**src/rtl/adc_dma_pkg.sv**
```systemverilog
package adc_dma_pkg;
  localparam int SMP_W  = 16;
  localparam int FLAG_N = 4;
  localparam int FLG_HALF = 0;
  localparam int FLG_FULL = 1;
  localparam int FLG_SAT  = 2;
  localparam int FLG_OVF  = 3;

  typedef enum logic [2:0] {
    RG_CTRL  = 3'd0,
    RG_GAIN  = 3'd1,
    RG_BASE  = 3'd2,
    RG_LEN   = 3'd3,
    RG_FLAGS = 3'd4,
    RG_MASK  = 3'd5
  } reg_sel_e;

  // Returns {clamped, corrected sample}
  function automatic logic [SMP_W:0] gain_apply(input logic [SMP_W-1:0] raw,
                                                input logic [SMP_W-1:0] gain);
    logic signed [33:0] a;
    logic signed [33:0] b;
    logic signed [33:0] prod;
    logic signed [33:0] sh;
    logic [SMP_W:0]     res;
    a    = {{18{raw[SMP_W-1]}}, raw};
    b    = {18'd0, gain};
    prod = a * b;
    sh   = prod >>> 15;
    if (sh > 34'sd32767)       res = {1'b1, 16'h7FFF};
    else if (sh < -34'sd32768) res = {1'b1, 16'h8000};
    else                       res = {1'b0, sh[SMP_W-1:0]};
    return res;
  endfunction
endpackage

```
**src/rtl/adc_gain_stage.sv**
```systemverilog
module adc_gain_stage
  import adc_dma_pkg::*;
(
  input  logic [SMP_W-1:0] raw_i,
  input  logic [SMP_W-1:0] gain_i,
  output logic [SMP_W-1:0] corr_o,
  output logic             sat_o
);
  logic [SMP_W:0] res;

  always_comb begin
    res    = gain_apply(raw_i, gain_i);
    sat_o  = res[SMP_W];
    corr_o = res[SMP_W-1:0];
  end

  // a clamped result is always one of the two rails
  always_comb begin
    if (sat_o) begin
      assert_clamp_rail_R2: assert (corr_o == 16'h7FFF || corr_o == 16'h8000);
    end
  end
endmodule

```
**src/rtl/adc_buf_ptr.sv**
```systemverilog
module adc_buf_ptr #(
  parameter int ADDR_W = 8
) (
  input  logic              clk,
  input  logic              rst_n,
  input  logic              restart_i,
  input  logic              advance_i,
  input  logic [ADDR_W-1:0] len_i,
  output logic [ADDR_W-1:0] idx_o,
  output logic              half_ev_o,
  output logic              full_ev_o
);
  localparam logic [ADDR_W-1:0] ONE = ADDR_W'(1);

  logic [ADDR_W-1:0] idx_q;
  logic [ADDR_W-1:0] last_idx;
  logic [ADDR_W-1:0] half_idx;

  assign last_idx  = len_i - ONE;
  assign half_idx  = (len_i >> 1) - ONE;
  assign half_ev_o = advance_i && (idx_q == half_idx);
  assign full_ev_o = advance_i && (idx_q == last_idx);
  assign idx_o     = idx_q;

  always_ff @(posedge clk or negedge rst_n) begin
    if (!rst_n)          idx_q <= '0;
    else if (restart_i)  idx_q <= '0;
    else if (advance_i)  idx_q <= full_ev_o ? '0 : idx_q + ONE;
  end

  assert_wrap_after_last_R3: assert property (@(posedge clk) disable iff (!rst_n)
    (full_ev_o && !restart_i) |=> (idx_q == '0));

  assert_restart_zero_R4: assert property (@(posedge clk) disable iff (!rst_n)
    restart_i |=> (idx_q == '0));

  assert_step_R3: assert property (@(posedge clk) disable iff (!rst_n)
    (advance_i && !full_ev_o && !restart_i) |=> (idx_q == $past(idx_q) + ONE));
endmodule

```
**src/rtl/adc_irq_regs.sv**
```systemverilog
module adc_irq_regs #(
  parameter int N = 4
) (
  input  logic         clk,
  input  logic         rst_n,
  input  logic [N-1:0] set_ev_i,
  input  logic         clr_we_i,
  input  logic [N-1:0] clr_data_i,
  input  logic         mask_we_i,
  input  logic [N-1:0] mask_data_i,
  output logic [N-1:0] flags_o,
  output logic [N-1:0] mask_o,
  output logic         irq_o
);
  logic [N-1:0] flags_q;
  logic [N-1:0] mask_q;
  logic [N-1:0] clr_eff;
  logic         irq_q;

  assign clr_eff = clr_we_i ? clr_data_i : '0;

  always_ff @(posedge clk or negedge rst_n) begin
    if (!rst_n) begin
      flags_q <= '0;
      mask_q  <= '0;
      irq_q   <= 1'b0;
    end else begin
      flags_q <= (flags_q & ~clr_eff) | set_ev_i;
      if (mask_we_i) mask_q <= mask_data_i;
      irq_q   <= |(flags_q & mask_q);
    end
  end

  assign flags_o = flags_q;
  assign mask_o  = mask_q;
  assign irq_o   = irq_q;

  assert_set_wins_R8: assert property (@(posedge clk) disable iff (!rst_n)
    (|set_ev_i) |=> (($past(set_ev_i) & ~flags_q) == '0));

  assert_w1c_clears_R8: assert property (@(posedge clk) disable iff (!rst_n)
    clr_we_i |=> (($past(clr_data_i & ~set_ev_i) & flags_q) == '0));

  assert_w0_keeps_R8: assert property (@(posedge clk) disable iff (!rst_n)
    clr_we_i |=> (($past(flags_q & ~clr_data_i) & ~flags_q) == '0));

  assert_irq_high_R9: assert property (@(posedge clk) disable iff (!rst_n)
    (|(flags_q & mask_q)) |=> irq_q);

  assert_irq_low_R9: assert property (@(posedge clk) disable iff (!rst_n)
    ((flags_q & mask_q) == '0) |=> !irq_q);
endmodule

```
**src/rtl/adc_dma_writer.sv**
```systemverilog
module adc_dma_writer
  import adc_dma_pkg::*;
#(
  parameter int ADDR_W = 8
) (
  input  logic              clk,
  input  logic              rst_n,
  input  logic              smp_valid,
  input  logic [15:0]       smp_data,
  input  logic              bus_we,
  input  logic [2:0]        bus_addr,
  input  logic [15:0]       bus_wdata,
  output logic [15:0]       bus_rdata,
  output logic              mem_we,
  output logic [ADDR_W-1:0] mem_addr,
  output logic [15:0]       mem_wdata,
  output logic              irq
);
  localparam logic [ADDR_W-1:0] LEN_RST = ADDR_W'(16);

  logic              en_q;
  logic [15:0]       gain_q;
  logic [ADDR_W-1:0] base_q;
  logic [ADDR_W-1:0] len_q;

  logic              wr_ctrl, wr_gain, wr_base, wr_len, wr_flags, wr_mask;
  logic              restart, advance;
  logic              sat, sat_ev, ovf_ev, half_ev, full_ev;
  logic [15:0]       corr;
  logic [ADDR_W-1:0] idx;
  logic [FLAG_N-1:0] set_ev;
  logic [FLAG_N-1:0] flags, mask;

  logic              mem_we_q;
  logic [ADDR_W-1:0] mem_addr_q;
  logic [15:0]       mem_wdata_q;

  assign wr_ctrl  = bus_we && (bus_addr == RG_CTRL);
  assign wr_gain  = bus_we && (bus_addr == RG_GAIN);
  assign wr_base  = bus_we && (bus_addr == RG_BASE);
  assign wr_len   = bus_we && (bus_addr == RG_LEN);
  assign wr_flags = bus_we && (bus_addr == RG_FLAGS);
  assign wr_mask  = bus_we && (bus_addr == RG_MASK);

  assign restart = wr_ctrl && bus_wdata[0] && !en_q;
  assign advance = smp_valid && en_q;
  assign ovf_ev  = smp_valid && !en_q;
  assign sat_ev  = smp_valid && sat;

  always_comb begin
    set_ev           = '0;
    set_ev[FLG_HALF] = half_ev;
    set_ev[FLG_FULL] = full_ev;
    set_ev[FLG_SAT]  = sat_ev;
    set_ev[FLG_OVF]  = ovf_ev;
  end

  always_ff @(posedge clk or negedge rst_n) begin
    if (!rst_n) begin
      en_q   <= 1'b0;
      gain_q <= 16'h8000;
      base_q <= '0;
      len_q  <= LEN_RST;
    end else begin
      if (wr_ctrl) en_q   <= bus_wdata[0];
      if (wr_gain) gain_q <= bus_wdata;
      if (wr_base) base_q <= bus_wdata[ADDR_W-1:0];
      if (wr_len)  len_q  <= bus_wdata[ADDR_W-1:0];
    end
  end

  adc_gain_stage u_gain (
    .raw_i  (smp_data),
    .gain_i (gain_q),
    .corr_o (corr),
    .sat_o  (sat)
  );

  adc_buf_ptr #(.ADDR_W(ADDR_W)) u_ptr (
    .clk       (clk),
    .rst_n     (rst_n),
    .restart_i (restart),
    .advance_i (advance),
    .len_i     (len_q),
    .idx_o     (idx),
    .half_ev_o (half_ev),
    .full_ev_o (full_ev)
  );

  adc_irq_regs #(.N(FLAG_N)) u_irq (
    .clk         (clk),
    .rst_n       (rst_n),
    .set_ev_i    (set_ev),
    .clr_we_i    (wr_flags),
    .clr_data_i  (bus_wdata[FLAG_N-1:0]),
    .mask_we_i   (wr_mask),
    .mask_data_i (bus_wdata[FLAG_N-1:0]),
    .flags_o     (flags),
    .mask_o      (mask),
    .irq_o       (irq)
  );

  always_ff @(posedge clk or negedge rst_n) begin
    if (!rst_n) begin
      mem_we_q    <= 1'b0;
      mem_addr_q  <= '0;
      mem_wdata_q <= '0;
    end else begin
      mem_we_q <= advance;
      if (advance) begin
        mem_addr_q  <= base_q + idx;
        mem_wdata_q <= corr;
      end
    end
  end

  assign mem_we    = mem_we_q;
  assign mem_addr  = mem_addr_q;
  assign mem_wdata = mem_wdata_q;

  always_comb begin
    case (bus_addr)
      RG_CTRL:  bus_rdata = {15'd0, en_q};
      RG_GAIN:  bus_rdata = gain_q;
      RG_BASE:  bus_rdata = 16'(base_q);
      RG_LEN:   bus_rdata = 16'(len_q);
      RG_FLAGS: bus_rdata = 16'(flags);
      RG_MASK:  bus_rdata = 16'(mask);
      default:  bus_rdata = 16'd0;
    endcase
  end

  assert_no_write_when_off_R5: assert property (@(posedge clk) disable iff (!rst_n)
    (smp_valid && !en_q) |=> !mem_we);

  assert_write_when_on_R3: assert property (@(posedge clk) disable iff (!rst_n)
    (smp_valid && en_q) |=> (mem_we && mem_wdata == $past(corr)));

  assert_overflow_flag_R5: assert property (@(posedge clk) disable iff (!rst_n)
    (smp_valid && !en_q) |=> flags[FLG_OVF]);
endmodule

```
**config.mk**
```make
export PLATFORM = sky130hd
export DESIGN_NAME = adc_dma_writer
export DESIGN_NICKNAME = d
export VERILOG_FILES = /design/src/rtl/adc_dma_pkg.sv /design/src/rtl/adc_gain_stage.sv /design/src/rtl/adc_buf_ptr.sv /design/src/rtl/adc_irq_regs.sv /design/src/rtl/adc_dma_writer.sv
export SDC_FILE = /design/constraint.sdc
export NUM_CORES = 1
export LEC_CHECK = 0
export BUFFER_PORTS_ARGS = -buffer_cell sky130_fd_sc_hd__buf_2
export CORE_MARGIN = 1.5
export CORE_UTILIZATION = 47
export CTS_CLUSTER_SIZE = 20
export DETAILED_ROUTE_END_ITERATION = 10
export RECOVER_POWER = 25
export SYNTH_ARGS = -nofsm -noshare
export SYNTH_HDL_FRONTEND = slang
export SYNTH_SLANG_ARGS = --single-unit
```
**constraint.sdc**
```tcl
create_clock -name clk -period 13.6 [get_ports clk]
set_input_delay 0.68 -clock clk [delete_from_list [all_inputs] [get_ports clk]]
set_output_delay 0.68 -clock clk [all_outputs]
set_load 0.03 [all_outputs]
```
==> results of run 1 <==
## per-layer routing
metal,GRT usage,wire length (um)
met4,0.0591,606
met5,0,0
met3,0.0208,970
met1,0.312,13700
met2,0.415,15900
## worst paths after layout
check,startpoint,to,slack (ns),depth (start not counted)
max,gain_q[8],mem_wdata[11],5.96,19
min,mem_addr[1],mem_addr[1],0.48,2
max reg2reg,gain_q[8],mem_wdata[11],5.96,19
min reg2reg,mem_addr[1],mem_addr[1],0.48,2
max in group asynchronous,rst_n,gain_q[3],9.59,1
min in group asynchronous,rst_n,u_ptr.idx_o[2],1.75,1
## state kept, by name, summed over array words and instances, names as in the netlist
register       count
u_irq.mask_o       4
mem_we             1
len_q              8
mem_addr           8
mem_wdata         16
u_irq.irq_o        1
gain_q            16
u_ptr.idx_o        8
base_q             8
en_q               1
u_irq.flags_o      4
## kinds of logic after synthesis
| logic type | count (synthesis) | share of synthesized area |
|---|---|---|
| AND/OR/NAND/NOR | 399 | 0.155 |
| buffers and inverters | 326 | 0.0975 |
| adder cells (fa/ha/maj) | 324 | 0.432 |
| AO/OA/AOI/OAI | 173 | 0.0935 |
| flip-flops | 75 | 0.147 |
| XOR/XNOR | 49 | 0.0342 |
| multiplexers | 47 | 0.0411 |
## per-stage QoR
step / hold slack (ns) / setup slack [ns] / utilization / area (sq um)
6_report: 0.479 / 5.96 / 0.509 / 13600
5_1_grt: 0.513 / 5.48 / 0.509 / 13600
4_1_cts: 0.482 / 5.95 / 0.509 / 13600
3_5_place_dp: 0.468 / 5.87 / 0.498 / 13400
3_3_place_gp: 0.458 / 6.03 / 0.498 / 13400
2_1_floorplan: 0.384 / 6.74 / - / 12800
## synthesized netlist by cell type (3+ instances only)
master / n / area, sq um
inv_1: 263 / 987
fa_1: 194 / 3880
nand2_1: 175 / 657
ha_1: 130 / 1630
and2_1: 123 / 769
dfrtp_1: 73 / 1830
clkbuf_1: 52 / 195
a21oi_1: 44 / 220
mux2_2: 43 / 484
nor2_1: 37 / 139
xnor2_1: 35 / 307
o21ai_0: 34 / 170
a221o_1: 14 / 140
xor2_1: 13 / 114
nand3_1: 12 / 60.1
a22oi_1: 10 / 75.1
a211oi_1: 9 / 67.6
a21o_1: 9 / 67.6
nand4_1: 9 / 56.3
nand2b_1: 8 / 50.1
nor3_1: 7 / 35.0
o211ai_1: 6 / 45.0
o21a_1: 6 / 45.0
o21bai_1: 6 / 45.0
buf_1: 5 / 18.8
nor2b_1: 5 / 31.3
nor4_1: 5 / 31.3
o22ai_1: 5 / 31.3
a211o_1: 4 / 35.0
a31oi_1: 4 / 25.0
mux2i_1: 4 / 40.0
nor4b_1: 4 / 35.0
o21ai_1: 4 / 20.0
nor3b_1: 3 / 22.5
## final cells by class
cell class,instances,area (sq um),share of cell area
Inverter,265,995,0.0730
Clock inverter,6,48.8,0.00358
Clock buffer,10,229,0.0168
Sequential cell,75,1880,0.138
Multi-Input combinational cell,992,9640,0.707
Timing Repair Buffer,82,414,0.0304
Tap cell,341,427,0.0313
## worst max-delay path: cells and delay by family (launching register included)
family | cells | cell delay [ns]
buffers and inverters | 3 | 0.14
AO/OA/AOI/OAI | 4 | 1.79
adder cells (fa/ha/maj) | 7 | 3.43
flip-flops | 1 | 0.92
AND/OR/NAND/NOR | 5 | 1.29
==> summary.txt, run 1 <==
Run status
  – Outcome: finished with violations
  – Failing checks: max-capacitance violations, max-slew violations

Layout
  – Layout area overhead: 6.81%
  – Number of cells in the finished layout apart from fillers: between 1500 and 2000
  – Inserted Diodes: 0
  – Commonest non-fill, non-tap cell in the layout: inv_1
  – Most frequent cells in the layout: 263 x inv_1, 194 x fa_1, 175 x nand2_1
  – Fraction of layout cells with a size suffix above 1: 0.106
  – Fill cells: between 2000 and 3000
  – Final net count: roughly 1800

Clocking
  – Post-cts resize count: 0
  – Worst skew pair latency: 0.34 ns
  – Num CTS Buffers: 9
  – Hold-fix buffers, CTS: 0
  – CTS sink count: 75
  – Setup Buffers After CTS: 0
  – CTS tree: built
  – H-tree levels: 3
  – Clk slew on worst S/H paths: 0.06 ns
  – Bufs on Longest Clock Path: 2
  – Clock root buffer: clkbuf_16

Placement
  – Placed cell count: 1755
  – Detail Placement HPWL: between 20000 and 25000 um
  – Gpl congestion: 0.895
  – Buffers on Ports: 80

Drt
  – WL per Instance: 17.6 um
  – Remaining antenna violation count: 0
  – First DRT Iteration DRCs: between 400 and 500
  – DR vias: around 9700
  – DRC Markers: 0
  – Pre-Repair DR Iteration Count: 4
  – Total Wirelength: between 30000 and 40000 um
  – Vias per cell: 5.45

Setup path
  – WP data arrival: between 7 and 8 ns
  – WP data required: between 10 and 15 ns
  – Most common cell on crit path: fa_1
  – Worst-path fanout max: 18
  – Crit-path cells: nand2_1 -> fa_1 -> inv_1 -> fa_1 -> fa_1 -> fa_1 -> fa_1 -> inv_1 -> fa_1 -> inv_1 -> ha_1 -> nand4_1 -> or4_1 -> o21ai_1 -> nor4_1 -> a2111oi_2 -> nand2_1 -> a21oi_1 -> a221o_1
  – Crit path launch type: flip-flop
  – WS Path Type: reg2reg
  – Max stage delay on crit path: just over 0.9 ns
  – CP endpoint kind: flip-flop
  – Slowest cell on the critical path: dfrtp_1

Logic synthesis
  – Yosys cell types: between 60 and 70
  – YS warnings: 0
  – Flops & latches, synth: 75
  – EDFF count, synth: 0
  – Top_reg_cell synth: dfrtp_1
  – Async set-reset flop share out of synthesis: 1.00
  – Cell count after synthesis: between 1000 and 1500
  – Syn_nets: approximately 1800
  – Sequential area share after synthesis: 0.147
  – Mapped cell area: roughly 0.013 sq mm
  – Syn avg cell area: just over 9 sq um

STA
  – Sum Neg Setup Slack: 0 ns
  – Unrepaired setup endpoints after global routing: no
  – Slew @ Worst Pin: ~4.0 ns
  – Tcrit/Tclk final: 0.561
  – Fin. Hold Viols: 0
  – Fmax: between 100 and 150 MHz
  – Max Clock Skew: a little over 0.008 ns
  – Setup-failing EPs final: 0
  – Fin. max-slew vios: 76
  – Relative slew slack: -1.69
  – Fin crit period: about 7.6 ns

Hold path
  – Worst Hold Class: reg2reg

Global routing
  – Initial antenna violation count: 0
  – Vias in the first global route: around 10000
  – Largest net degree at the start of global routing: 76
  – First-pass GRT wire length: about 53000 um
  – Remaining Overflow, GRT: 0
  – Global Route Usage Sum: 0.235

Floorplanning
  – # rows: 60
  – # IOs: 81
  – Die Y: 168 um
  – Initial core utilization: 0.476
  – Core area: approximately 0.027 sq mm
  – DIE AREA: ~0.028 sq mm
  – Die W: approximately 170 um

Job
  – Max cap viols: 1
Power of run 1 is not shown: default switching activity piles up to over one toggle a cycle in this logic, so the estimate is an artifact.
==> run 2, diff against run 1 <==
Settings changed: PLACE_DENSITY set to 0.67.
Clock period 13.6 ns to 6.4 ns, I/O delays scaled along.
==> summary.txt, run 2 (synthesized netlist as in run 1, its figures left out) <==
Global routing
  – Global Route Usage Sum: 0.247 (+0.0122)
  – First-pass GRT wire length: 54700 um (+4.2%)
  – Met1 Usage GRT: 0.317 (+0.00554)
  – Vias in the first global route: 10700 (+4.6%)
  – Largest net degree at the start of global routing: 76 (unchanged)
  – Met3 GRT Util: 0.0357 (+0.0149)
  – Remaining Overflow, GRT: 0 (unchanged)
  – Met2 usage: 0.430 (+0.0154)
  – Initial antenna violation count: 0 (unchanged)
  – Top Usage Layer GRT: met2

Clocking
  – Clock root buffer: clkbuf_16
  – CTS tree: built
  – CTS sink count: 75 (unchanged)
  – Hold-fix buffers, CTS: 0 (unchanged)
  – H-tree levels: 3 (unchanged)
  – Worst skew pair latency: 0.35 ns (about the same)
  – Num CTS Buffers: 9 (unchanged)
  – Bufs on Longest Clock Path: 2 (unchanged)
  – Clk slew on worst S/H paths: 0.06 ns (about the same)

Floorplanning
  – Core area: 0.0268 sq mm (unchanged)
  – # IOs: 81 (unchanged)
  – DIE AREA: 0.0281 sq mm (unchanged)
  – Die W: 168 um (unchanged)
  – # rows: 60 (unchanged)
  – Initial core utilization: 0.476 (unchanged)
  – Die Y: 168 um (unchanged)

STA
  – Relative slew slack: -1.78 (-0.0833)
  – Slew @ Worst Pin: 4.16 ns (+0.125 ns)
  – Fin. Hold Viols: 0 (unchanged)
  – Tcrit/Tclk final: 1.01 (+0.451)
  – Post-route setup slack: -0.0773 ns (-6.04 ns)
  – Fin. max-slew vios: 76 (unchanged)
  – Max Clock Skew: 0.00995 ns (+0.00178 ns)
  – Unrepaired setup endpoints after global routing: yes
  – Fin crit period: 6.48 ns (-1.16 ns)
  – Fmax: 154 MHz (+18%)
  – Sum Neg Setup Slack: -0.798 ns (-0.798 ns)
  – Setup-failing EPs final: 14 (+14)

Layout
  – Multi-input logic area: 0.00998 sq mm (+3.6%)
  – Final net count: 1919 (+7.3%)
  – Final Cell Area: 0.0152 sq mm (+11%)
  – Fill cells: 2380 (-7.6%)
  – Most frequent cells in the layout: 255 x inv_1, 185 x fa_1, 172 x nand2_1
  – Final core utilization: 0.566 (+0.0571)
  – Inserted Diodes: 0 (unchanged)
  – Commonest non-fill, non-tap cell in the layout: inv_1
  – Fraction of layout cells with a size suffix above 1: 0.227 (+0.120)
  – Storage cell area: 0.00189 sq mm (+0.73%)
  – Layout area overhead: 18.8%

Setup path
  – Reg2Reg Depth: 23 (+4)
  – Crit Reg-Reg Endpoint: mem_wdata[1]
  – Crit path launch type: flip-flop
  – Crit path buffers/inverters: 6 (+3)
  – R2r startpoint: gain_q[5]
  – WS Path Type: reg2reg
  – Max stage delay on crit path: 0.56 ns (-0.36 ns)
  – CP endpoint kind: flip-flop
  – R2r setup slk: -0.08 ns (-6.04 ns)
  – Worst-path fanout max: 7 (-11)
  – WP data arrival: 6.71 ns (-1.20 ns)
  – Most common cell on crit path: fa_1
  – Slowest cell on the critical path: fa_1
  – WP data required: 6.63 ns (-7.24 ns)
  – Delay-heaviest family, CP: adder cells
  – Crit-path cells: buf_4 -> and2_1 -> fa_1 -> inv_1 -> fa_1 -> fa_2 -> fa_1 -> inv_1 -> fa_1 -> inv_2 -> fa_1 -> inv_2 -> ha_4 -> nand4_1 -> a211oi_2 -> a211o_1 -> o221ai_4 -> o21ai_2 -> a311oi_2 -> xnor2_2 -> o31ai_4 -> clkbuf_16 -> a221o_1

Drt
  – Vias per cell: 5.36 (-1.7%)
  – WL per Instance: 17.7 um (+0.43%)
  – Total Wirelength: 33600 um (+7.9%)
  – DR vias: 10200 (+5.6%)
  – Remaining antenna violation count: 0 (unchanged)
  – First DRT Iteration DRCs: 539 (+20%)
  – DRC Markers: 0 (unchanged)
  – Pre-Repair DR Iteration Count: 5 (+1)

Run status
  – Failing checks: max-capacitance violations, max-slew violations, negative setup slack
  – Outcome: finished with violations

Hold path
  – Worst Hold Path Cells: 2 (unchanged)
  – Hold_sp: bus_wdata[12]
  – Worst Hold Class: in2reg
  – Hold EP: gain_q[12]

Placement
  – Detail Placement HPWL: 27200 um (+11%)
  – Gpl congestion: 0.899 (+0.45%)
  – Dpl cell area: 0.0143 sq mm (+6.9%)
  – Buffers on Ports: 80 (unchanged)

Job
  – Max cap viols: 1 (unchanged)
-- run 2: timing repair --
item	4_1_cts	5_1_grt
cloned	0	1
setup endpoints to repair	17	17
gates resized for setup	48	34
pin swaps	35	14
buffers inserted	17	6
-- run 2: worst register-to-register path: stages (launching register included) --
cell       delay (ns)
dfrtp_2          0.43
buf_4            0.16
and2_1           0.15
fa_1             0.53
inv_1            0.06
fa_1             0.56
fa_2             0.45
fa_1             0.50
inv_1            0.06
fa_1             0.53
inv_2            0.05
fa_1             0.50
inv_2            0.05
ha_4             0.28
nand4_1          0.14
a211oi_2         0.25
a211o_1          0.24
o221ai_4         0.15
o21ai_2          0.17
a311oi_2         0.14
xnor2_2          0.37
o31ai_4          0.13
clkbuf_16        0.18
a221o_1          0.29
-- run 2: worst max-delay path by stage --
stage                     from  depth (start not counted)                to  slack [ns]
floorplan           gain_q[14]                         22  u_irq.flags_o[2]        0.01
global route         gain_q[5]                         23      mem_wdata[7]       -0.29
finish               gain_q[5]                         23      mem_wdata[1]       -0.08
CTS                  gain_q[4]                         20  u_irq.flags_o[2]     0.00007
global placement     gain_q[4]                         21      mem_wdata[4]       -0.31
detailed placement   gain_q[4]                         21     mem_wdata[12]       -0.42
-- run 2: stage by stage --
stage / worst slack, ns / cells / hold WS (ns)
floorplan: 0.0135 / 1393 / 0.0244
global placement: -0.308 / 1865 / 0.460
detailed placement: -0.416 / 1865 / 0.466
CTS: 0.0000742 / 1895 / 0.168
global route: -0.293 / 1902 / 0.201
finish: -0.0773 / 1902 / 0.211
-- run 2: final cells by class --
cell class | count | area share
Multi-Input combinational cell | 992 | 0.659
Timing Repair Buffer | 213 | 0.102
Clock buffer | 11 | 0.0160
Inverter | 265 | 0.0656
Clock inverter | 5 | 0.00446
Tap cell | 341 | 0.0281
Sequential cell | 75 | 0.125
-- run 2: per-layer routing --
metal / wire length, um / share of wire
met1: 14100 / 0.42
met5: 0 / 0
met4: 996 / 0.030
met2: 16900 / 0.50
met3: 1630 / 0.049
Power of run 2 is left out for the same reason.
